### config.mk
export PLATFORM = sky130hd
export DESIGN_NAME = blkdesc_queue
export DESIGN_NICKNAME = d
export VERILOG_FILES = /design/src/rtl/bdq_pkg.sv /design/src/rtl/bdq_fifo.sv /design/src/rtl/bdq_port.sv /design/src/rtl/bdq_status.sv /design/src/rtl/blkdesc_queue.sv
export SDC_FILE = /design/constraint.sdc
export NUM_CORES = 1
export LEC_CHECK = 0
export ABC_AREA = 0
export CAP_MARGIN = 20
export CORE_AREA = 2 2 321 323
export CTS_CLUSTER_SIZE = 12
export DETAILED_ROUTE_END_ITERATION = 6
export DIE_AREA = 0 0 323 325
export SYNTH_ARGS = -nofsm -noshare
export SYNTH_HDL_FRONTEND = slang
export SYNTH_SLANG_ARGS = --single-unit
export TNS_END_PERCENT = 50
### constraint.sdc
create_clock -name clk -period 11.5 [get_ports clk]
set_clock_uncertainty 0.15 [all_clocks]
set_input_delay 1.15 -clock clk [delete_from_list [all_inputs] [get_ports clk]]
set_output_delay 1.15 -clock clk [all_outputs]
set_load 0.1 [all_outputs]
### src/rtl/bdq_pkg.sv
package bdq_pkg;
  localparam int WORD_W = 32;
  localparam int ERR_W  = 4;
  localparam int FLAG_W = 6;

  typedef struct packed {
    logic [WORD_W-1:0] bufa;
    logic [WORD_W-1:0] card;
  } desc_t;

  localparam int DESC_W = $bits(desc_t);
endpackage

### src/rtl/bdq_fifo.sv
module bdq_fifo #(
  parameter int W     = 8,
  parameter int DEPTH = 8
) (
  input  logic                         clk,
  input  logic                         rst_n,
  input  logic                         push,
  input  logic [W-1:0]                 din,
  input  logic                         pop,
  output logic [W-1:0]                 dout,
  output logic [$clog2(DEPTH+1)-1:0]   count,
  output logic                         full,
  output logic                         empty
);
  localparam int PTR_W = (DEPTH > 1) ? $clog2(DEPTH) : 1;
  localparam int CNT_W = $clog2(DEPTH+1);

  logic [W-1:0]     mem [DEPTH];
  logic [PTR_W-1:0] rd_ptr, wr_ptr;
  logic             do_push, do_pop;

  assign full    = (count == CNT_W'(DEPTH));
  assign empty   = (count == '0);
  assign do_push = push && !full;
  assign do_pop  = pop && !empty;
  assign dout    = mem[rd_ptr];

  function automatic logic [PTR_W-1:0] step(input logic [PTR_W-1:0] p);
    return (p == PTR_W'(DEPTH-1)) ? '0 : p + 1'b1;
  endfunction

  always_ff @(posedge clk) begin
    if (do_push) mem[wr_ptr] <= din;
  end

  always_ff @(posedge clk) begin
    if (!rst_n) begin
      rd_ptr <= '0;
      wr_ptr <= '0;
      count  <= '0;
    end else begin
      if (do_push) wr_ptr <= step(wr_ptr);
      if (do_pop)  rd_ptr <= step(rd_ptr);
      case ({do_push, do_pop})
        2'b10:   count <= count + 1'b1;
        2'b01:   count <= count - 1'b1;
        default: count <= count;
      endcase
    end
  end
endmodule

### src/rtl/bdq_port.sv
module bdq_port
  import bdq_pkg::*;
#(
  parameter int                 ADDR_W    = 8,
  parameter logic [ADDR_W-1:0]  PORT_ADDR = '0
) (
  input  logic              clk,
  input  logic              rst_n,
  input  logic              wr_en,
  input  logic [ADDR_W-1:0] wr_addr,
  input  logic [WORD_W-1:0] wr_data,
  input  logic              full,
  output logic              commit,
  output desc_t             desc
);
  logic              hit;
  logic              pend;
  logic [WORD_W-1:0] held_buf;

  assign hit       = wr_en && (wr_addr == PORT_ADDR);
  assign commit    = hit && pend && !full;
  assign desc.bufa = held_buf;
  assign desc.card = wr_data;

  always_ff @(posedge clk) begin
    if (!rst_n) begin
      pend     <= 1'b0;
      held_buf <= '0;
    end else if (hit) begin
      if (!pend) begin
        held_buf <= wr_data;
        pend     <= 1'b1;
      end else begin
        pend     <= 1'b0;
      end
    end
  end
endmodule

### src/rtl/bdq_status.sv
module bdq_status
  import bdq_pkg::*;
(
  input  logic             clk,
  input  logic             rst_n,
  input  logic             finish,
  input  logic [ERR_W-1:0] err,
  input  logic             clr,
  output logic [FLAG_W-1:0] flags
);
  logic [FLAG_W-1:0] add_bits;
  logic [FLAG_W-1:0] base;

  always_comb begin
    if (err == '0) add_bits = FLAG_W'(1);
    else           add_bits = {err[3], err[2], 1'b0, err[1], err[0], 1'b0};
    base = clr ? '0 : flags;
  end

  always_ff @(posedge clk) begin
    if (!rst_n)      flags <= '0;
    else if (finish) flags <= base | add_bits;
    else             flags <= base;
  end
endmodule

### src/rtl/blkdesc_queue.sv
module blkdesc_queue
  import bdq_pkg::*;
#(
  parameter int                ADDR_W     = 8,
  parameter int                DEPTH      = 8,
  parameter logic [ADDR_W-1:0] RX_ADDR    = 8'h60,
  parameter logic [ADDR_W-1:0] TX_ADDR    = 8'h80,
  parameter logic [ADDR_W-1:0] DSTAT_ADDR = 8'h54
) (
  input  logic              clk,
  input  logic              rst_n,
  input  logic              wr_en,
  input  logic [ADDR_W-1:0] wr_addr,
  input  logic [31:0]       wr_data,
  output logic [31:0]       buf_status,
  output logic [31:0]       dat_status,
  output logic              xfer_valid,
  input  logic              xfer_ready,
  output logic              xfer_dir,
  output logic [31:0]       xfer_buf,
  output logic [31:0]       xfer_card,
  input  logic              eng_done,
  input  logic [3:0]        eng_err
);
  localparam int CNT_W   = $clog2(DEPTH+1);
  localparam int ORD_D   = 2 * DEPTH;
  localparam int ORD_C_W = $clog2(ORD_D+1);
  localparam int NQ      = 2;

  logic [NQ-1:0]     commit;
  logic [NQ-1:0]     q_full;
  logic [NQ-1:0]     q_pop;
  desc_t             c_desc [NQ];
  logic [DESC_W-1:0] q_head [NQ];
  logic [CNT_W-1:0]  q_cnt  [NQ];
  logic [7:0]        q_free [NQ];

  logic                busy;
  logic                finish;
  logic                cur_dir;
  logic                ord_empty;
  logic                ord_full;
  logic [0:0]          ord_head;
  logic [ORD_C_W-1:0]  ord_cnt;
  logic                clr;
  logic [FLAG_W-1:0]   flags;
  desc_t               head;

  for (genvar g = 0; g < NQ; g++) begin : g_q
    localparam logic [ADDR_W-1:0] PA = (g == 1) ? TX_ADDR : RX_ADDR;
    logic q_empty;

    bdq_port #(.ADDR_W(ADDR_W), .PORT_ADDR(PA)) u_port (
      .clk     (clk),
      .rst_n   (rst_n),
      .wr_en   (wr_en),
      .wr_addr (wr_addr),
      .wr_data (wr_data),
      .full    (q_full[g]),
      .commit  (commit[g]),
      .desc    (c_desc[g])
    );

    assign q_pop[g] = finish && (cur_dir == 1'(g));

    bdq_fifo #(.W(DESC_W), .DEPTH(DEPTH)) u_fifo (
      .clk   (clk),
      .rst_n (rst_n),
      .push  (commit[g]),
      .din   (c_desc[g]),
      .pop   (q_pop[g]),
      .dout  (q_head[g]),
      .count (q_cnt[g]),
      .full  (q_full[g]),
      .empty (q_empty)
    );

    assign q_free[g] = 8'(DEPTH) - 8'(q_cnt[g]);
  end

  bdq_fifo #(.W(1), .DEPTH(ORD_D)) u_order (
    .clk   (clk),
    .rst_n (rst_n),
    .push  (|commit),
    .din   (commit[1]),
    .pop   (finish),
    .dout  (ord_head),
    .count (ord_cnt),
    .full  (ord_full),
    .empty (ord_empty)
  );

  assign cur_dir    = ord_head[0];
  assign head       = desc_t'(cur_dir ? q_head[1] : q_head[0]);
  assign xfer_valid = !busy && !ord_empty;
  assign xfer_dir   = cur_dir;
  assign xfer_buf   = head.bufa;
  assign xfer_card  = head.card;
  assign finish     = busy && eng_done;

  always_ff @(posedge clk) begin
    if (!rst_n)                       busy <= 1'b0;
    else if (xfer_valid && xfer_ready) busy <= 1'b1;
    else if (finish)                  busy <= 1'b0;
  end

  assign clr = wr_en && (wr_addr == DSTAT_ADDR) && (wr_data == '0);

  bdq_status u_stat (
    .clk    (clk),
    .rst_n  (rst_n),
    .finish (finish),
    .err    (eng_err),
    .clr    (clr),
    .flags  (flags)
  );

  assign buf_status = {16'h0, q_free[0], q_free[1]};
  assign dat_status = {{(32-FLAG_W){1'b0}}, flags};
endmodule

# Word-level counts from Yosys, hierarchy flattened
# Memory sizes are Yosys's and may differ from the RTL's. A register that Yosys moved wholly into a read port is not among the register bits.
# Cells that the tools add are included.
# totals
register_bits,106
ram_bits,1040
out_inout_bits,130
wordCells,121
n_memories,3
# op_classes
n_addsub,14
eq_ne,18
muxes,29
n_bitwise,4
n_reduce_logical,38
# memory_table
memory,words,word_bits,read_ports,rd_clocked_by_memory_dff,write_ports,line_no,text
g_q[0].u_fifo.mem,8,64,1,1,1,bdq_fifo.sv:18,logic [W-1:0] mem [DEPTH];
g_q[1].u_fifo.mem,8,64,1,1,1,bdq_fifo.sv:18,
u_order.mem,16,1,1,1,1,bdq_fifo.sv:18,
# ops
cell,n
$mux W64,1
$logic_not A32 Y1,1
$mux W3,8
$logic_and A1 B1 Y1,19
$mux W6,3
$add A4 B1 Y4 const B,4
$eq A4 B4 Y1 const B,4
$eq A8 B7 Y1 const B,2
$mux W4,4
$pmux W4 S2,2
$add A3 B1 Y3 const B,4
$eq A3 B3 Y1 const B,4
$logic_not A4 Y1,3
$mux W1,10
$pmux W5 S2,1
$sub A4 B4 Y5 const A,2
$eq A8 B8 Y1 const B,1
$reduce_bool A2 Y1,4
$sub A4 B1 Y4 const B,2
$logic_not A1 Y1,7
$eq A2 B1 Y1 const B,3
$eq A2 B2 Y1 const B,3
$or A6 B6 Y6,1
$add A5 B1 Y5 const B,1
6 further kinds,9

# Depth between registers and ports, before layout
# Gate-level depths: netlist of run 1.
# logic_depth
ltp_word,8
mapped_depth,15
ltp_nobuf,14

# By module
# A second synthesis of run 1 with hierarchy kept.
# unflattened
cells_unflattened,2323
hier_area_um2,46464.6
# modules_own_cells
module,n_inst,cells_per_inst,area_each_um2
bdq_fifo (g_q[1].u_fifo),1,817,19920.4
bdq_fifo (g_q[0].u_fifo),1,817,19880.3
bdq_fifo (u_order),1,145,1654.1
bdq_port (g_q[0].u_port),1,181,1619.1
bdq_port (g_q[1].u_port),1,181,1615.3
blkdesc_queue,1,160,1562.7
bdq_status,1,22,212.7

# Least setup slack after synthesis of run 1
# OpenSTA, ideal clock, no wires.
# synth_timing
path_type,input to register
from,input port wr_addr[6]
to,"memory g_q[1].u_fifo.mem[0][0] in the netlist's numbering, enable pin"
setup_time_ns,0.644
t_arrival_ns,8.114
path_slack_ns,2.593
cell_stages,5
path_buffers,1
cell_sequence,and4bb_1 o211ai_1 or2_2 clkbuf_1 nor4_1
# synth_between
elab_chain_cells,7
# synth_rtl
element,line_no,text
"start, declared",blkdesc_queue.sv:13,"input logic [ADDR_W-1:0] wr_addr,"
$eq A8 B8 Y1,bdq_port.sv:20,assign hit = wr_en && (wr_addr == PORT_ADDR);
$logic_and A1 B1 Y1,bdq_port.sv:20,
$logic_and A1 B1 Y1 (2 in a row),bdq_port.sv:21,assign commit = hit && pend && !full;
$logic_and A1 B1 Y1,bdq_fifo.sv:24,assign do_push = push && !full;
$mux W1,bdq_fifo.sv:33,if (do_push) mem[wr_ptr] <= din;
$mux W1 (not written as such),bdq_fifo.sv:33,
"end, declared",bdq_fifo.sv:18,
# No other way between the ends.

==> flow_metrics.tcl, run 1 <==
set metrics [dict create \
    outcome "finished, final reports clean" \
    power_per_cell_area_nw_per_um2 158 \
    cts_max_level 3 \
    yosysSeqAreaShare_pct 74.1 \
    floorplan.core_area_um2 101000 \
    worstMarginPinSlew_ns 1.16 \
    clk_transition_reported_paths_ns 0.06 \
    relSlewSlack_pct 22.7 \
    post_detailed_route_drc_marker_count 0 \
    share_clk_of_total_power_pct 42.8 \
    ys_async_sr_fraction_pct 0 \
    layout-area-overhead-vs-synth_pct 14.4 \
    postPlaceCellArea_um2 48200 \
    clkLatencyLatePin_ns 0.71 \
    post-cts-setup-buffer-count 0 \
    hold_path.class "register to register" \
    pin_count_of_the_biggest_net_entering_global_routing 130 \
    numPlacedInstances 3762 \
    vdd_drop_max_mv 0.126 \
    post_syn_instances 2328 \
    global_route.overflow_total 0 \
    reg2reg_to "g_q[1].u_fifo.mem[7][7]" \
    postCtsHoldBufs 0 \
    most-common-layout-cells "1,040 x sky130_fd_sc_hd__edfxtp_1, 259 x sky130_fd_sc_hd__mux4_2, 168 x sky130_fd_sc_hd__nand2_1" \
    antenna_violating_nets_post_route 0 \
    proportion_of_power_drawn_by_combinational_gates_pct 1.8 \
    dp.final_hpwl_um 55900 \
    vias 22300 \
    cts_num_sinks 1155 \
    number_of_flops_mapped_to_enable_cells_by_yosys 1040 \
    first_global_vias 23300 \
    grt_antenna_before_repair 1 \
    clock.fmax_mhz 168 \
    initial_utilization_pct 44.7 \
    fin_tns_setup_ns 0 \
    first_pass_grt_wire_length_um 154000 \
    timing_worst_setup_path_type "register to output pin" \
    chip_height_um 325 \
    detail_route.wl_per_cell_um 26.4 \
    max_cap_violations 0 \
    mostFrequentLayoutCell "sky130_fd_sc_hd__edfxtp_1" \
    synth_flop_cell "sky130_fd_sc_hd__edfxtp_1" \
    worst-path-max-fanout 88 \
    totalWireLength_um 105000 \
    timing_max_transition_violations_final 0 \
    setup_repair_after_global_routing_missed_its_margin "false" \
    internal-power_w 0.00654 \
    layout.cells.non_filler 3979 \
    synth.cell_area_um2 45300 \
    finalSetupViolCount 0 \
    worst-endpoint-arrival_ns 4.64 \
    static-leakage-power_nw 16.8 \
    io_buffers 135 \
    post-route-period-util_pct 51.7 \
    tritoncts "built" \
    post_cts.resized_instances 0 \
    reg2reg_depth 9 \
    finalWeightedCongestion 0.708 \
    die_area_um2 105000 \
    hold_path_depth 2 \
    ff2ff_setup_slack_ns 6.89 \
    postLayoutCoreUtil_pct 51.1 \
    max_buffers_root_to_sink 3 \
    cts_made_buffers 114 \
    layout.nets 2588 \
    worstSetupStartpointType "register" \
    cp_data_required_time_ns 10.20 \
    route.detailed.vias_per_inst 5.61 \
    synth-warning-count 0 \
    rr_startpoint "g_q[1].u_fifo.count[0]" \
    synth_cell_type_count 52 \
    post_route_cells_drive_above_1_share_pct 21.1 \
    hp-start "g_q[1].u_fifo.rd_ptr[2]" \
    ys_seq_elements 1155 \
    drt_iter0_drc 2054 \
    num_rows 117 \
    power_frac_seq_pct 55.4 \
    min_clock_period_post_route_ns 5.94 \
    grt_usage_pct 20.2 \
    mean_area_per_synthesized_cell_um2 19.5 \
    first_pass_iters 5 \
    power_switching_share_pct 20.1 \
    timing_hold_violations_final 0 \
    endpoint_kind "output pin" \
    final_cell_area_um2 51800 \
    switching_power_w 0.00164 \
    floorplan.die.width_um 323 \
    io_pins 179 \
    clock_tree.root_cell "sky130_fd_sc_hd__clkbuf_16" \
]
-- critical path, cell delays in order (launching register included) --
cell and delay, ns:
sky130_fd_sc_hd__dfxtp_4 0.92, sky130_fd_sc_hd__buf_12 0.67, sky130_fd_sc_hd__mux4_2 0.58, sky130_fd_sc_hd__nor2b_1 0.15, sky130_fd_sc_hd__a211oi_2 0.41, sky130_fd_sc_hd__a21oi_1 0.11
sky130_fd_sc_hd__clkdlybuf4s50_1 1.03
-- stage by stage --
stage                     setup WS (ns)  hold WS, ns  power (W)
final                              5.56        0.342    0.00819
after global routing               5.08        0.367    0.00842
after CTS                          5.32        0.343    0.00826
after detailed placement           5.89        0.337    0.00477
after global placement             5.96        0.305    0.00476
after floorplan                    2.59        0.308    0.00471
-- flip-flops by register name, summed over array words and instances, names as in the netlist, 4 cells and up, named ones only --
signal,flops
g_q.u_fifo.mem,1024
g_q.u_port.held_buf,64
u_order.mem,16
g_q.u_fifo.count,8
g_q.u_fifo.rd_ptr,6
g_q.u_fifo.wr_ptr,6
u_order.count,5
u_stat.flags,5
u_order.rd_ptr,4
u_order.wr_ptr,4
-- area by class of cell --
class / instances / area [µm²]
Sequential cell: 1155 / 33600
Tap cell: 1368 / 1710
Inverter: 21 / 78.8
Fill cell: 8181 / 49500
Clock inverter: 24 / 262
Antenna cell: 1 / 2.50
Timing Repair Buffer: 202 / 1910
Clock buffer: 190 / 3270
Multi-Input combinational cell: 1018 / 11000
-- routing by layer --
metal  up-vias  track usage, %  part of all wire [%]
met3       114            3.88                   7.1
li1       9630               -                     -
met2       764            33.5                    50
met1     11800            27.3                    41
met5         -               0                     0
met4         0            5.45                   2.0
-- worst max-delay path by stage --
stage / to / slack (ns) / from / cells past startpoint
after detailed placement: g_q[1].u_fifo.mem[7][5] / 5.89 / wr_addr[6] / 8
final: xfer_buf[14] / 5.56 / register / 6
after CTS: xfer_buf[3] / 5.32 / register / 6
after floorplan: g_q[1].u_fifo.mem[0][0] / 2.59 / wr_addr[6] / 5
after global routing: xfer_buf[15] / 5.08 / register / 6
after global placement: g_q[1].u_fifo.mem[7][5] / 5.96 / wr_addr[6] / 8
-- logic make-up after synthesis --
logic type / after synthesis / share of synthesized area [%]
mux: 342 / 14.8
fa+ha+maj: 27 / 0.779
flops: 1155 / 74.1
compound gates: 243 / 4.11
buf+inv: 197 / 2.25
other cells: 1 / 0.00828
simple gates: 348 / 3.76
xor+xnor: 15 / 0.290
-- synth_stat cells, drive strengths merged (3+ instances only) --
cell	count	share of area [%]
a211oi	64	1.6
a21boi	73	1.2
a21o	4	0.066
a21oi	70	0.77
a22oi	7	0.12
a31oi	3	0.041
and2	12	0.17
buf	90	1.4
clkbuf	86	0.71
dfxtp	115	5.1
edfxtp	1040	69
ha	25	0.69
inv	20	0.17
mux2i	82	1.8
mux4	260	13
nand2	168	1.4
nand2b	7	0.097
nand3	5	0.055
nor2	22	0.18
nor2b	77	1.1
nor3	23	0.27
nor3b	6	0.099
nor4	11	0.17
o211ai	3	0.050
o21ai	12	0.13
or2	3	0.041
or3	5	0.069
xnor2	9	0.17
xor2	6	0.12
-- power groups by stage --
| stage | registers, W | clock network, W | logic, W |
|---|---|---|---|
| after floorplan | 0.00463 | 0 | 0.0000820 |
| after global placement | 0.00462 | 0 | 0.000139 |
| after detailed placement | 0.00462 | 0 | 0.000142 |
| after CTS | 0.00454 | 0.00358 | 0.000142 |
| after global routing | 0.00453 | 0.00374 | 0.000149 |
| final | 0.00454 | 0.00351 | 0.000143 |
Note: power is estimated with default switching activity, not from simulation.
==> inputs of run 2 (changes only) <==
==> constraint.sdc (replaced) <==
create_clock -name clk -period 5.68 [get_ports clk]
set_clock_uncertainty 0.15 [all_clocks]
set_input_delay 0.568 -clock clk [delete_from_list [all_inputs] [get_ports clk]]
set_output_delay 0.568 -clock clk [all_outputs]
set_load 0.1 [all_outputs]
==> flow_metrics.tcl, run 2 (same netlist as run 1, synthesis figures left out) <==
set metrics [dict create \
    outcome "finished, final reports clean" \
    vias 22500 \
    power_per_cell_area_nw_per_um2 318 \
    post-route-period-util_pct 87.6 \
    layout-area-overhead-vs-synth_pct 15.1 \
    numPlacedInstances 3780 \
    crit_path_cell_trace "mux4_1 > mux2i_1 > mux2i_4 > buf_4 > a21oi_1 > clkdlybuf4s50_1" \
    relSlewSlack_pct 27.5 \
    hold_path_depth 2 \
    highest_layer "met4" \
    finalWorstSetupSlack_ns 0.707 \
    post-place-ws_ns 1.23 \
    dp.final_hpwl_um 62200 \
    critical_path_cell_count 6 \
    io_pins 179 \
    postLayoutCoreUtil_pct 51.4 \
    post_detailed_route_drc_marker_count 0 \
    post_cts.resized_instances 0 \
    max_cap_violations 0 \
    top_register "g_q.u_fifo.mem" \
    initial_utilization_pct 44.7 \
    tritoncts "built" \
    worst-path-max-fanout 58 \
    worstMarginPinSlew_ns 1.09 \
    timing_hold_violations_final 0 \
    setup_repair_after_global_routing_missed_its_margin "false" \
    drt_iter0_drc 2047 \
    timing_max_transition_violations_final 0 \
    vdd_drop_max_mv 0.223 \
    mostFrequentLayoutCell "sky130_fd_sc_hd__edfxtp_1" \
    worst_path_largest_cell_delay_ns 1.18 \
    post_route_cells_drive_above_1_share_pct 21.7 \
    clk_transition_reported_paths_ns 0.06 \
    internal-power_w 0.0133 \
    route.detailed.vias_per_inst 5.62 \
    cts_made_buffers 114 \
    wl_met3_um 5900 \
    power_frac_seq_pct 55.4 \
    reg2reg_depth 12 \
    postCtsHoldBufs 0 \
    largest_reg_flops 1024 \
    biggest_regs "g_q.u_fifo.mem: 1024 flops, g_q.u_port.held_buf: 64 flops, u_order.mem: 16 flops" \
    floorplan.core_area_um2 101000 \
    post-cts-setup-buffer-count 0 \
    num_rows 117 \
    route.met2.wl_um 53600 \
    share_clk_of_total_power_pct 42.8 \
    worstSetupStartpointType "register" \
    critPathSlowestCell "sky130_fd_sc_hd__clkdlybuf4s50_1" \
    antenna_violating_nets_post_route 0 \
    antennaDiodeCount 0 \
    endpoint_kind "output pin" \
    timing.critical_path.max_delay_family "buffers and inverters" \
    static-leakage-power_nw 16.9 \
    clock.fmax_mhz 201 \
    timing_worst_setup_path_type "register to output pin" \
    cts_max_level 3 \
    chip_height_um 325 \
    first_global_vias 23400 \
    most-common-layout-cells "1,040 x sky130_fd_sc_hd__edfxtp_1, 259 x sky130_fd_sc_hd__mux4_2, 168 x sky130_fd_sc_hd__nand2_1" \
    cp.buffers_inverters 2 \
    first_pass_iters 5 \
    die_area_um2 105000 \
    cp_data_required_time_ns 4.96 \
    cts_num_sinks 1155 \
    detail_route.wl_per_cell_um 26.6 \
    finalSetupViolCount 0 \
    wl_met1_um 45200 \
    proportion_of_power_drawn_by_combinational_gates_pct 1.8 \
    grt_antenna_before_repair 4 \
    io_buffers 135 \
    pin_count_of_the_biggest_net_entering_global_routing 72 \
    fin_tns_setup_ns 0 \
    power_switching_share_pct 19.9 \
    floorplan.die.width_um 323 \
    min_clock_period_post_route_ns 4.97 \
    global_route.overflow_total 0 \
    first_pass_grt_wire_length_um 157000 \
    finalWeightedCongestion 0.763 \
    layout.nets 2606 \
    layout.cells.non_filler 3997 \
    totalWireLength_um 106000 \
    switching_power_w 0.00330 \
    clkLatencyLatePin_ns 0.68 \
    grt_usage_pct 20.5 \
    clock_tree.root_cell "sky130_fd_sc_hd__clkbuf_16" \
    hold_path.class "register to register" \
    worst-endpoint-arrival_ns 4.25 \
    max_buffers_root_to_sink 3 \
]
## run 2: cell count changes in the layout (fill, tap and decap cells not counted), moves of 3 or more
cell                        delta
sky130_fd_sc_hd__buf_12       +10
sky130_fd_sc_hd__buf_4         +7
sky130_fd_sc_hd__clkinv_8      -4
sky130_fd_sc_hd__clkbuf_16     +3
## run 2: power by group through the flow
| stage | sequential, W | combinational, W | clock, W |
|---|---|---|---|
| after floorplan | 0.00937 | 0.000166 | 0 |
| after global placement | 0.00936 | 0.000284 | 0 |
| after detailed placement | 0.00936 | 0.000291 | 0 |
| after CTS | 0.00918 | 0.000291 | 0.00724 |
| after global routing | 0.00918 | 0.000307 | 0.00759 |
| final | 0.00918 | 0.000296 | 0.00711 |
## run 2: area by class of cell
type | count | area, µm²
Clock inverter | 22 | 165
Fill cell | 8194 | 49200
Sequential cell | 1155 | 33600
Multi-Input combinational cell | 1018 | 11000
Tap cell | 1368 | 1710
Inverter | 21 | 78.8
Timing Repair Buffer | 220 | 2210
Clock buffer | 193 | 3360
## run 2: final timing paths
path                             to  slack (ns)                    start
max                   xfer_card[22]        0.71                 register
min                        register        0.34  g_q[0].u_fifo.rd_ptr[1]
min reg2reg                register        0.34  g_q[0].u_fifo.rd_ptr[1]
max reg2reg  g_q[1].u_fifo.count[3]        1.76                 register
## run 2: worst reg2reg max path, cell delays in order, from the launching register on
cell and delay, ns:
sky130_fd_sc_hd__dfxtp_1 0.44, sky130_fd_sc_hd__mux4_1 0.59, sky130_fd_sc_hd__mux2i_1 0.39, sky130_fd_sc_hd__nor4_1 0.11
sky130_fd_sc_hd__nor2_1 0.52, sky130_fd_sc_hd__inv_1 0.11, sky130_fd_sc_hd__ha_1 0.30, sky130_fd_sc_hd__ha_1 0.31
sky130_fd_sc_hd__a21o_1 0.18, sky130_fd_sc_hd__a21oi_1 0.17, sky130_fd_sc_hd__xnor2_1 0.10, sky130_fd_sc_hd__or3_1 0.31
sky130_fd_sc_hd__a21boi_0 0.17
## run 2: metrics by stage
step | total power, W | instance area (µm²) | hold slack, ns
5_1_grt | 0.0171 | 52100 | 0.366
2_1_floorplan | 0.00953 | 45500 | 0.308
4_1_cts | 0.0167 | 52000 | 0.339
6_report | 0.0166 | 52100 | 0.336
3_5_place_dp | 0.00965 | 48500 | 0.329
3_3_place_gp | 0.00965 | 48500 | 0.309
## run 2: metal layers
layer,vias up,GRT usage (%)
met5,-,0
met4,0,4.97
met3,123,2.45
met2,658,34.3
met1,12000,28.9
li1,9651,-
==> inputs of run 3 (changes only) <==
--- a/config.mk
+++ b/config.mk
@@ -7,10 +7,10 @@
 export LEC_CHECK = 0
 export ABC_AREA = 0
 export CAP_MARGIN = 20
-export CORE_AREA = 2 2 321 323
+export CORE_AREA = 2 2 228 454
 export CTS_CLUSTER_SIZE = 12
 export DETAILED_ROUTE_END_ITERATION = 6
-export DIE_AREA = 0 0 323 325
+export DIE_AREA = 0 0 230 456
 export SYNTH_ARGS = -nofsm -noshare
 export SYNTH_HDL_FRONTEND = slang
 export SYNTH_SLANG_ARGS = --single-unit
==> flow_metrics.tcl, run 3 (same netlist as run 1, synthesis figures left out) <==
set metrics [dict create \
    outcome "finished, final reports clean" \
    rr_startpoint "g_q[1].u_fifo.count[0]" \
    first_global_vias 23900 \
    worstSetupStartpointType "register" \
    clock_tree.root_cell "sky130_fd_sc_hd__clkbuf_16" \
    power_switching_share_pct 20.4 \
    io_buffers 135 \
    layout.nets 2596 \
    crit_path_cell_trace "mux4_1 > mux2i_1 > mux2i_4 > buf_4 > a211oi_1 > a21oi_1 > clkdlybuf4s50_1" \
    pin_count_of_the_biggest_net_entering_global_routing 85 \
    cts_max_level 3 \
    worst_path_largest_cell_delay_ns 1.16 \
    worst-endpoint-arrival_ns 4.29 \
    global_route.overflow_total 0 \
    grt_usage_pct 21.2 \
    switching_power_w 0.00330 \
    internal-power_w 0.0129 \
    reg2reg_depth 9 \
    critPathSlowestCell "sky130_fd_sc_hd__clkdlybuf4s50_1" \
    clkLatencyLatePin_ns 0.70 \
    worstMarginPinSlew_ns 1.13 \
    grt_antenna_before_repair 2 \
    endpoint_kind "output pin" \
    share_clk_of_total_power_pct 41.3 \
    die_area_um2 105000 \
    first_pass_grt_wire_length_um 161000 \
    min_clock_period_post_route_ns 5.01 \
    static-leakage-power_nw 16.7 \
    drt_iter0_drc 1937 \
    post_detailed_route_drc_marker_count 0 \
    hp-start "rst_n" \
    cts_made_buffers 107 \
    clock.fmax_mhz 200 \
    relSlewSlack_pct 24.7 \
    power_per_cell_area_nw_per_um2 313 \
    tritoncts "built" \
    floorplan.die.width_um 230 \
    max_cap_violations 0 \
    proportion_of_power_drawn_by_combinational_gates_pct 1.9 \
    initial_utilization_pct 44.8 \
    cts_num_sinks 1155 \
    biggest_regs "g_q.u_fifo.mem: 1024 flops, g_q.u_port.held_buf: 64 flops, u_order.mem: 16 flops" \
    worst-path-max-fanout 41 \
    max_buffers_root_to_sink 3 \
    layout-area-overhead-vs-synth_pct 14.0 \
    cp_data_required_time_ns 4.96 \
    timing_worst_setup_path_type "register to output pin" \
    detail_route.wl_per_cell_um 28.0 \
    timing_max_transition_violations_final 0 \
    hold_path_depth 2 \
    num_rows 165 \
    first_pass_iters 5 \
    dp.final_hpwl_um 63600 \
    post-route-period-util_pct 88.2 \
    mostFrequentLayoutCell "sky130_fd_sc_hd__edfxtp_1" \
    timing.critical_path.max_delay_family "buffers and inverters" \
    vias 22600 \
    hold-path-endpoint "u_order.wr_ptr[2]" \
    floorplan.core_area_um2 101000 \
    post_cts.resized_instances 0 \
    clk_transition_reported_paths_ns 0.06 \
    setup_repair_after_global_routing_missed_its_margin "false" \
    reg2reg_to "g_q[1].u_fifo.mem[1][28]" \
    hold_path.class "input pin to register" \
    io_pins 179 \
    power_frac_seq_pct 56.8 \
    chip_height_um 456 \
    fin_total_pwr_w 0.0161 \
    totalWireLength_um 110000 \
    route.detailed.vias_per_inst 5.73 \
    finalWeightedCongestion 0.727 \
    finalSetupViolCount 0 \
    postCtsHoldBufs 0 \
    post_route_cells_drive_above_1_share_pct 20.9 \
    antenna_violating_nets_post_route 0 \
    largest_reg_flops 1024 \
    timing_hold_violations_final 0 \
    cp.buffers_inverters 2 \
    ff2ff_setup_slack_ns 1.78 \
    postLayoutCoreUtil_pct 51.1 \
    top_register "g_q.u_fifo.mem" \
    most-common-layout-cells "1,040 x sky130_fd_sc_hd__edfxtp_1, 259 x sky130_fd_sc_hd__mux4_2, 168 x sky130_fd_sc_hd__nand2_1" \
    vdd_drop_max_mv 0.210 \
    post-cts-setup-buffer-count 0 \
]
-- run 3: worst reg2reg max path, cell delays in order (launching register included) --
cell,delay (ns)
sky130_fd_sc_hd__dfxtp_1,0.43
sky130_fd_sc_hd__inv_1,0.11
sky130_fd_sc_hd__ha_1,0.25
sky130_fd_sc_hd__nand2b_1,0.15
sky130_fd_sc_hd__o211ai_1,0.16
sky130_fd_sc_hd__or2_2,0.46
sky130_fd_sc_hd__inv_1,0.43
sky130_fd_sc_hd__nand2_1,0.36
sky130_fd_sc_hd__nor3_4,0.72
sky130_fd_sc_hd__buf_12,0.32
-- run 3: area by class of cell --
cell class	instances	area (µm²)
Tap cell	1336	1670
Fill cell	8135	49500
Clock inverter	8	71.3
Inverter	21	78.8
Sequential cell	1155	33600
Clock buffer	192	3060
Antenna cell	1	2.50
Multi-Input combinational cell	1018	11000
Timing Repair Buffer	217	2170
-- run 3: metal layers --
layer | routed length, µm | global-route usage, %
met5 | 0 | 0
met4 | 2770 | 6.17
met3 | 4850 | 2.71
met2 | 60100 | 39.3
met1 | 42800 | 25.7
-- run 3: power by group through the flow --
stage | Sequential, W | Clock [W] | Combinational (W)
2_1_floorplan | 0.00937 | 0 | 0.000166
3_3_place_gp | 0.00936 | 0 | 0.000295
3_5_place_dp | 0.00936 | 0 | 0.000300
4_1_cts | 0.00918 | 0.00680 | 0.000300
5_1_grt | 0.00917 | 0.00710 | 0.000308
6_report | 0.00918 | 0.00667 | 0.000299
-- run 3: worst max-delay path by stage --
stage / startpoint / endpoint / slack [ns] / cells after the start
4_1_cts: register / xfer_buf[7] / 0.60 / 7
3_5_place_dp: wr_addr[3] / g_q[1].u_fifo.mem[1][30] / 1.31 / 9
3_3_place_gp: register / xfer_buf[31] / 1.40 / 7
5_1_grt: register / xfer_card[5] / 0.51 / 7
6_report: register / xfer_card[3] / 0.67 / 7
2_1_floorplan: wr_addr[3] / g_q[0].u_fifo.mem[5][0] / -1.19 / 5
-- run 3: stage by stage --
step,instances,hold WS [ns],instance area (µm²),setup slack (ns),TNS [ns]
2_1_floorplan,2370,0.308,45500,-1.19,-506.56
3_3_place_gp,3747,0.307,48500,1.40,0
3_5_place_dp,3747,0.324,48500,1.31,0
4_1_cts,3947,0.0596,51600,0.605,0
5_1_grt,3948,0.0994,51600,0.512,0
6_report,3948,0.102,51600,0.669,0
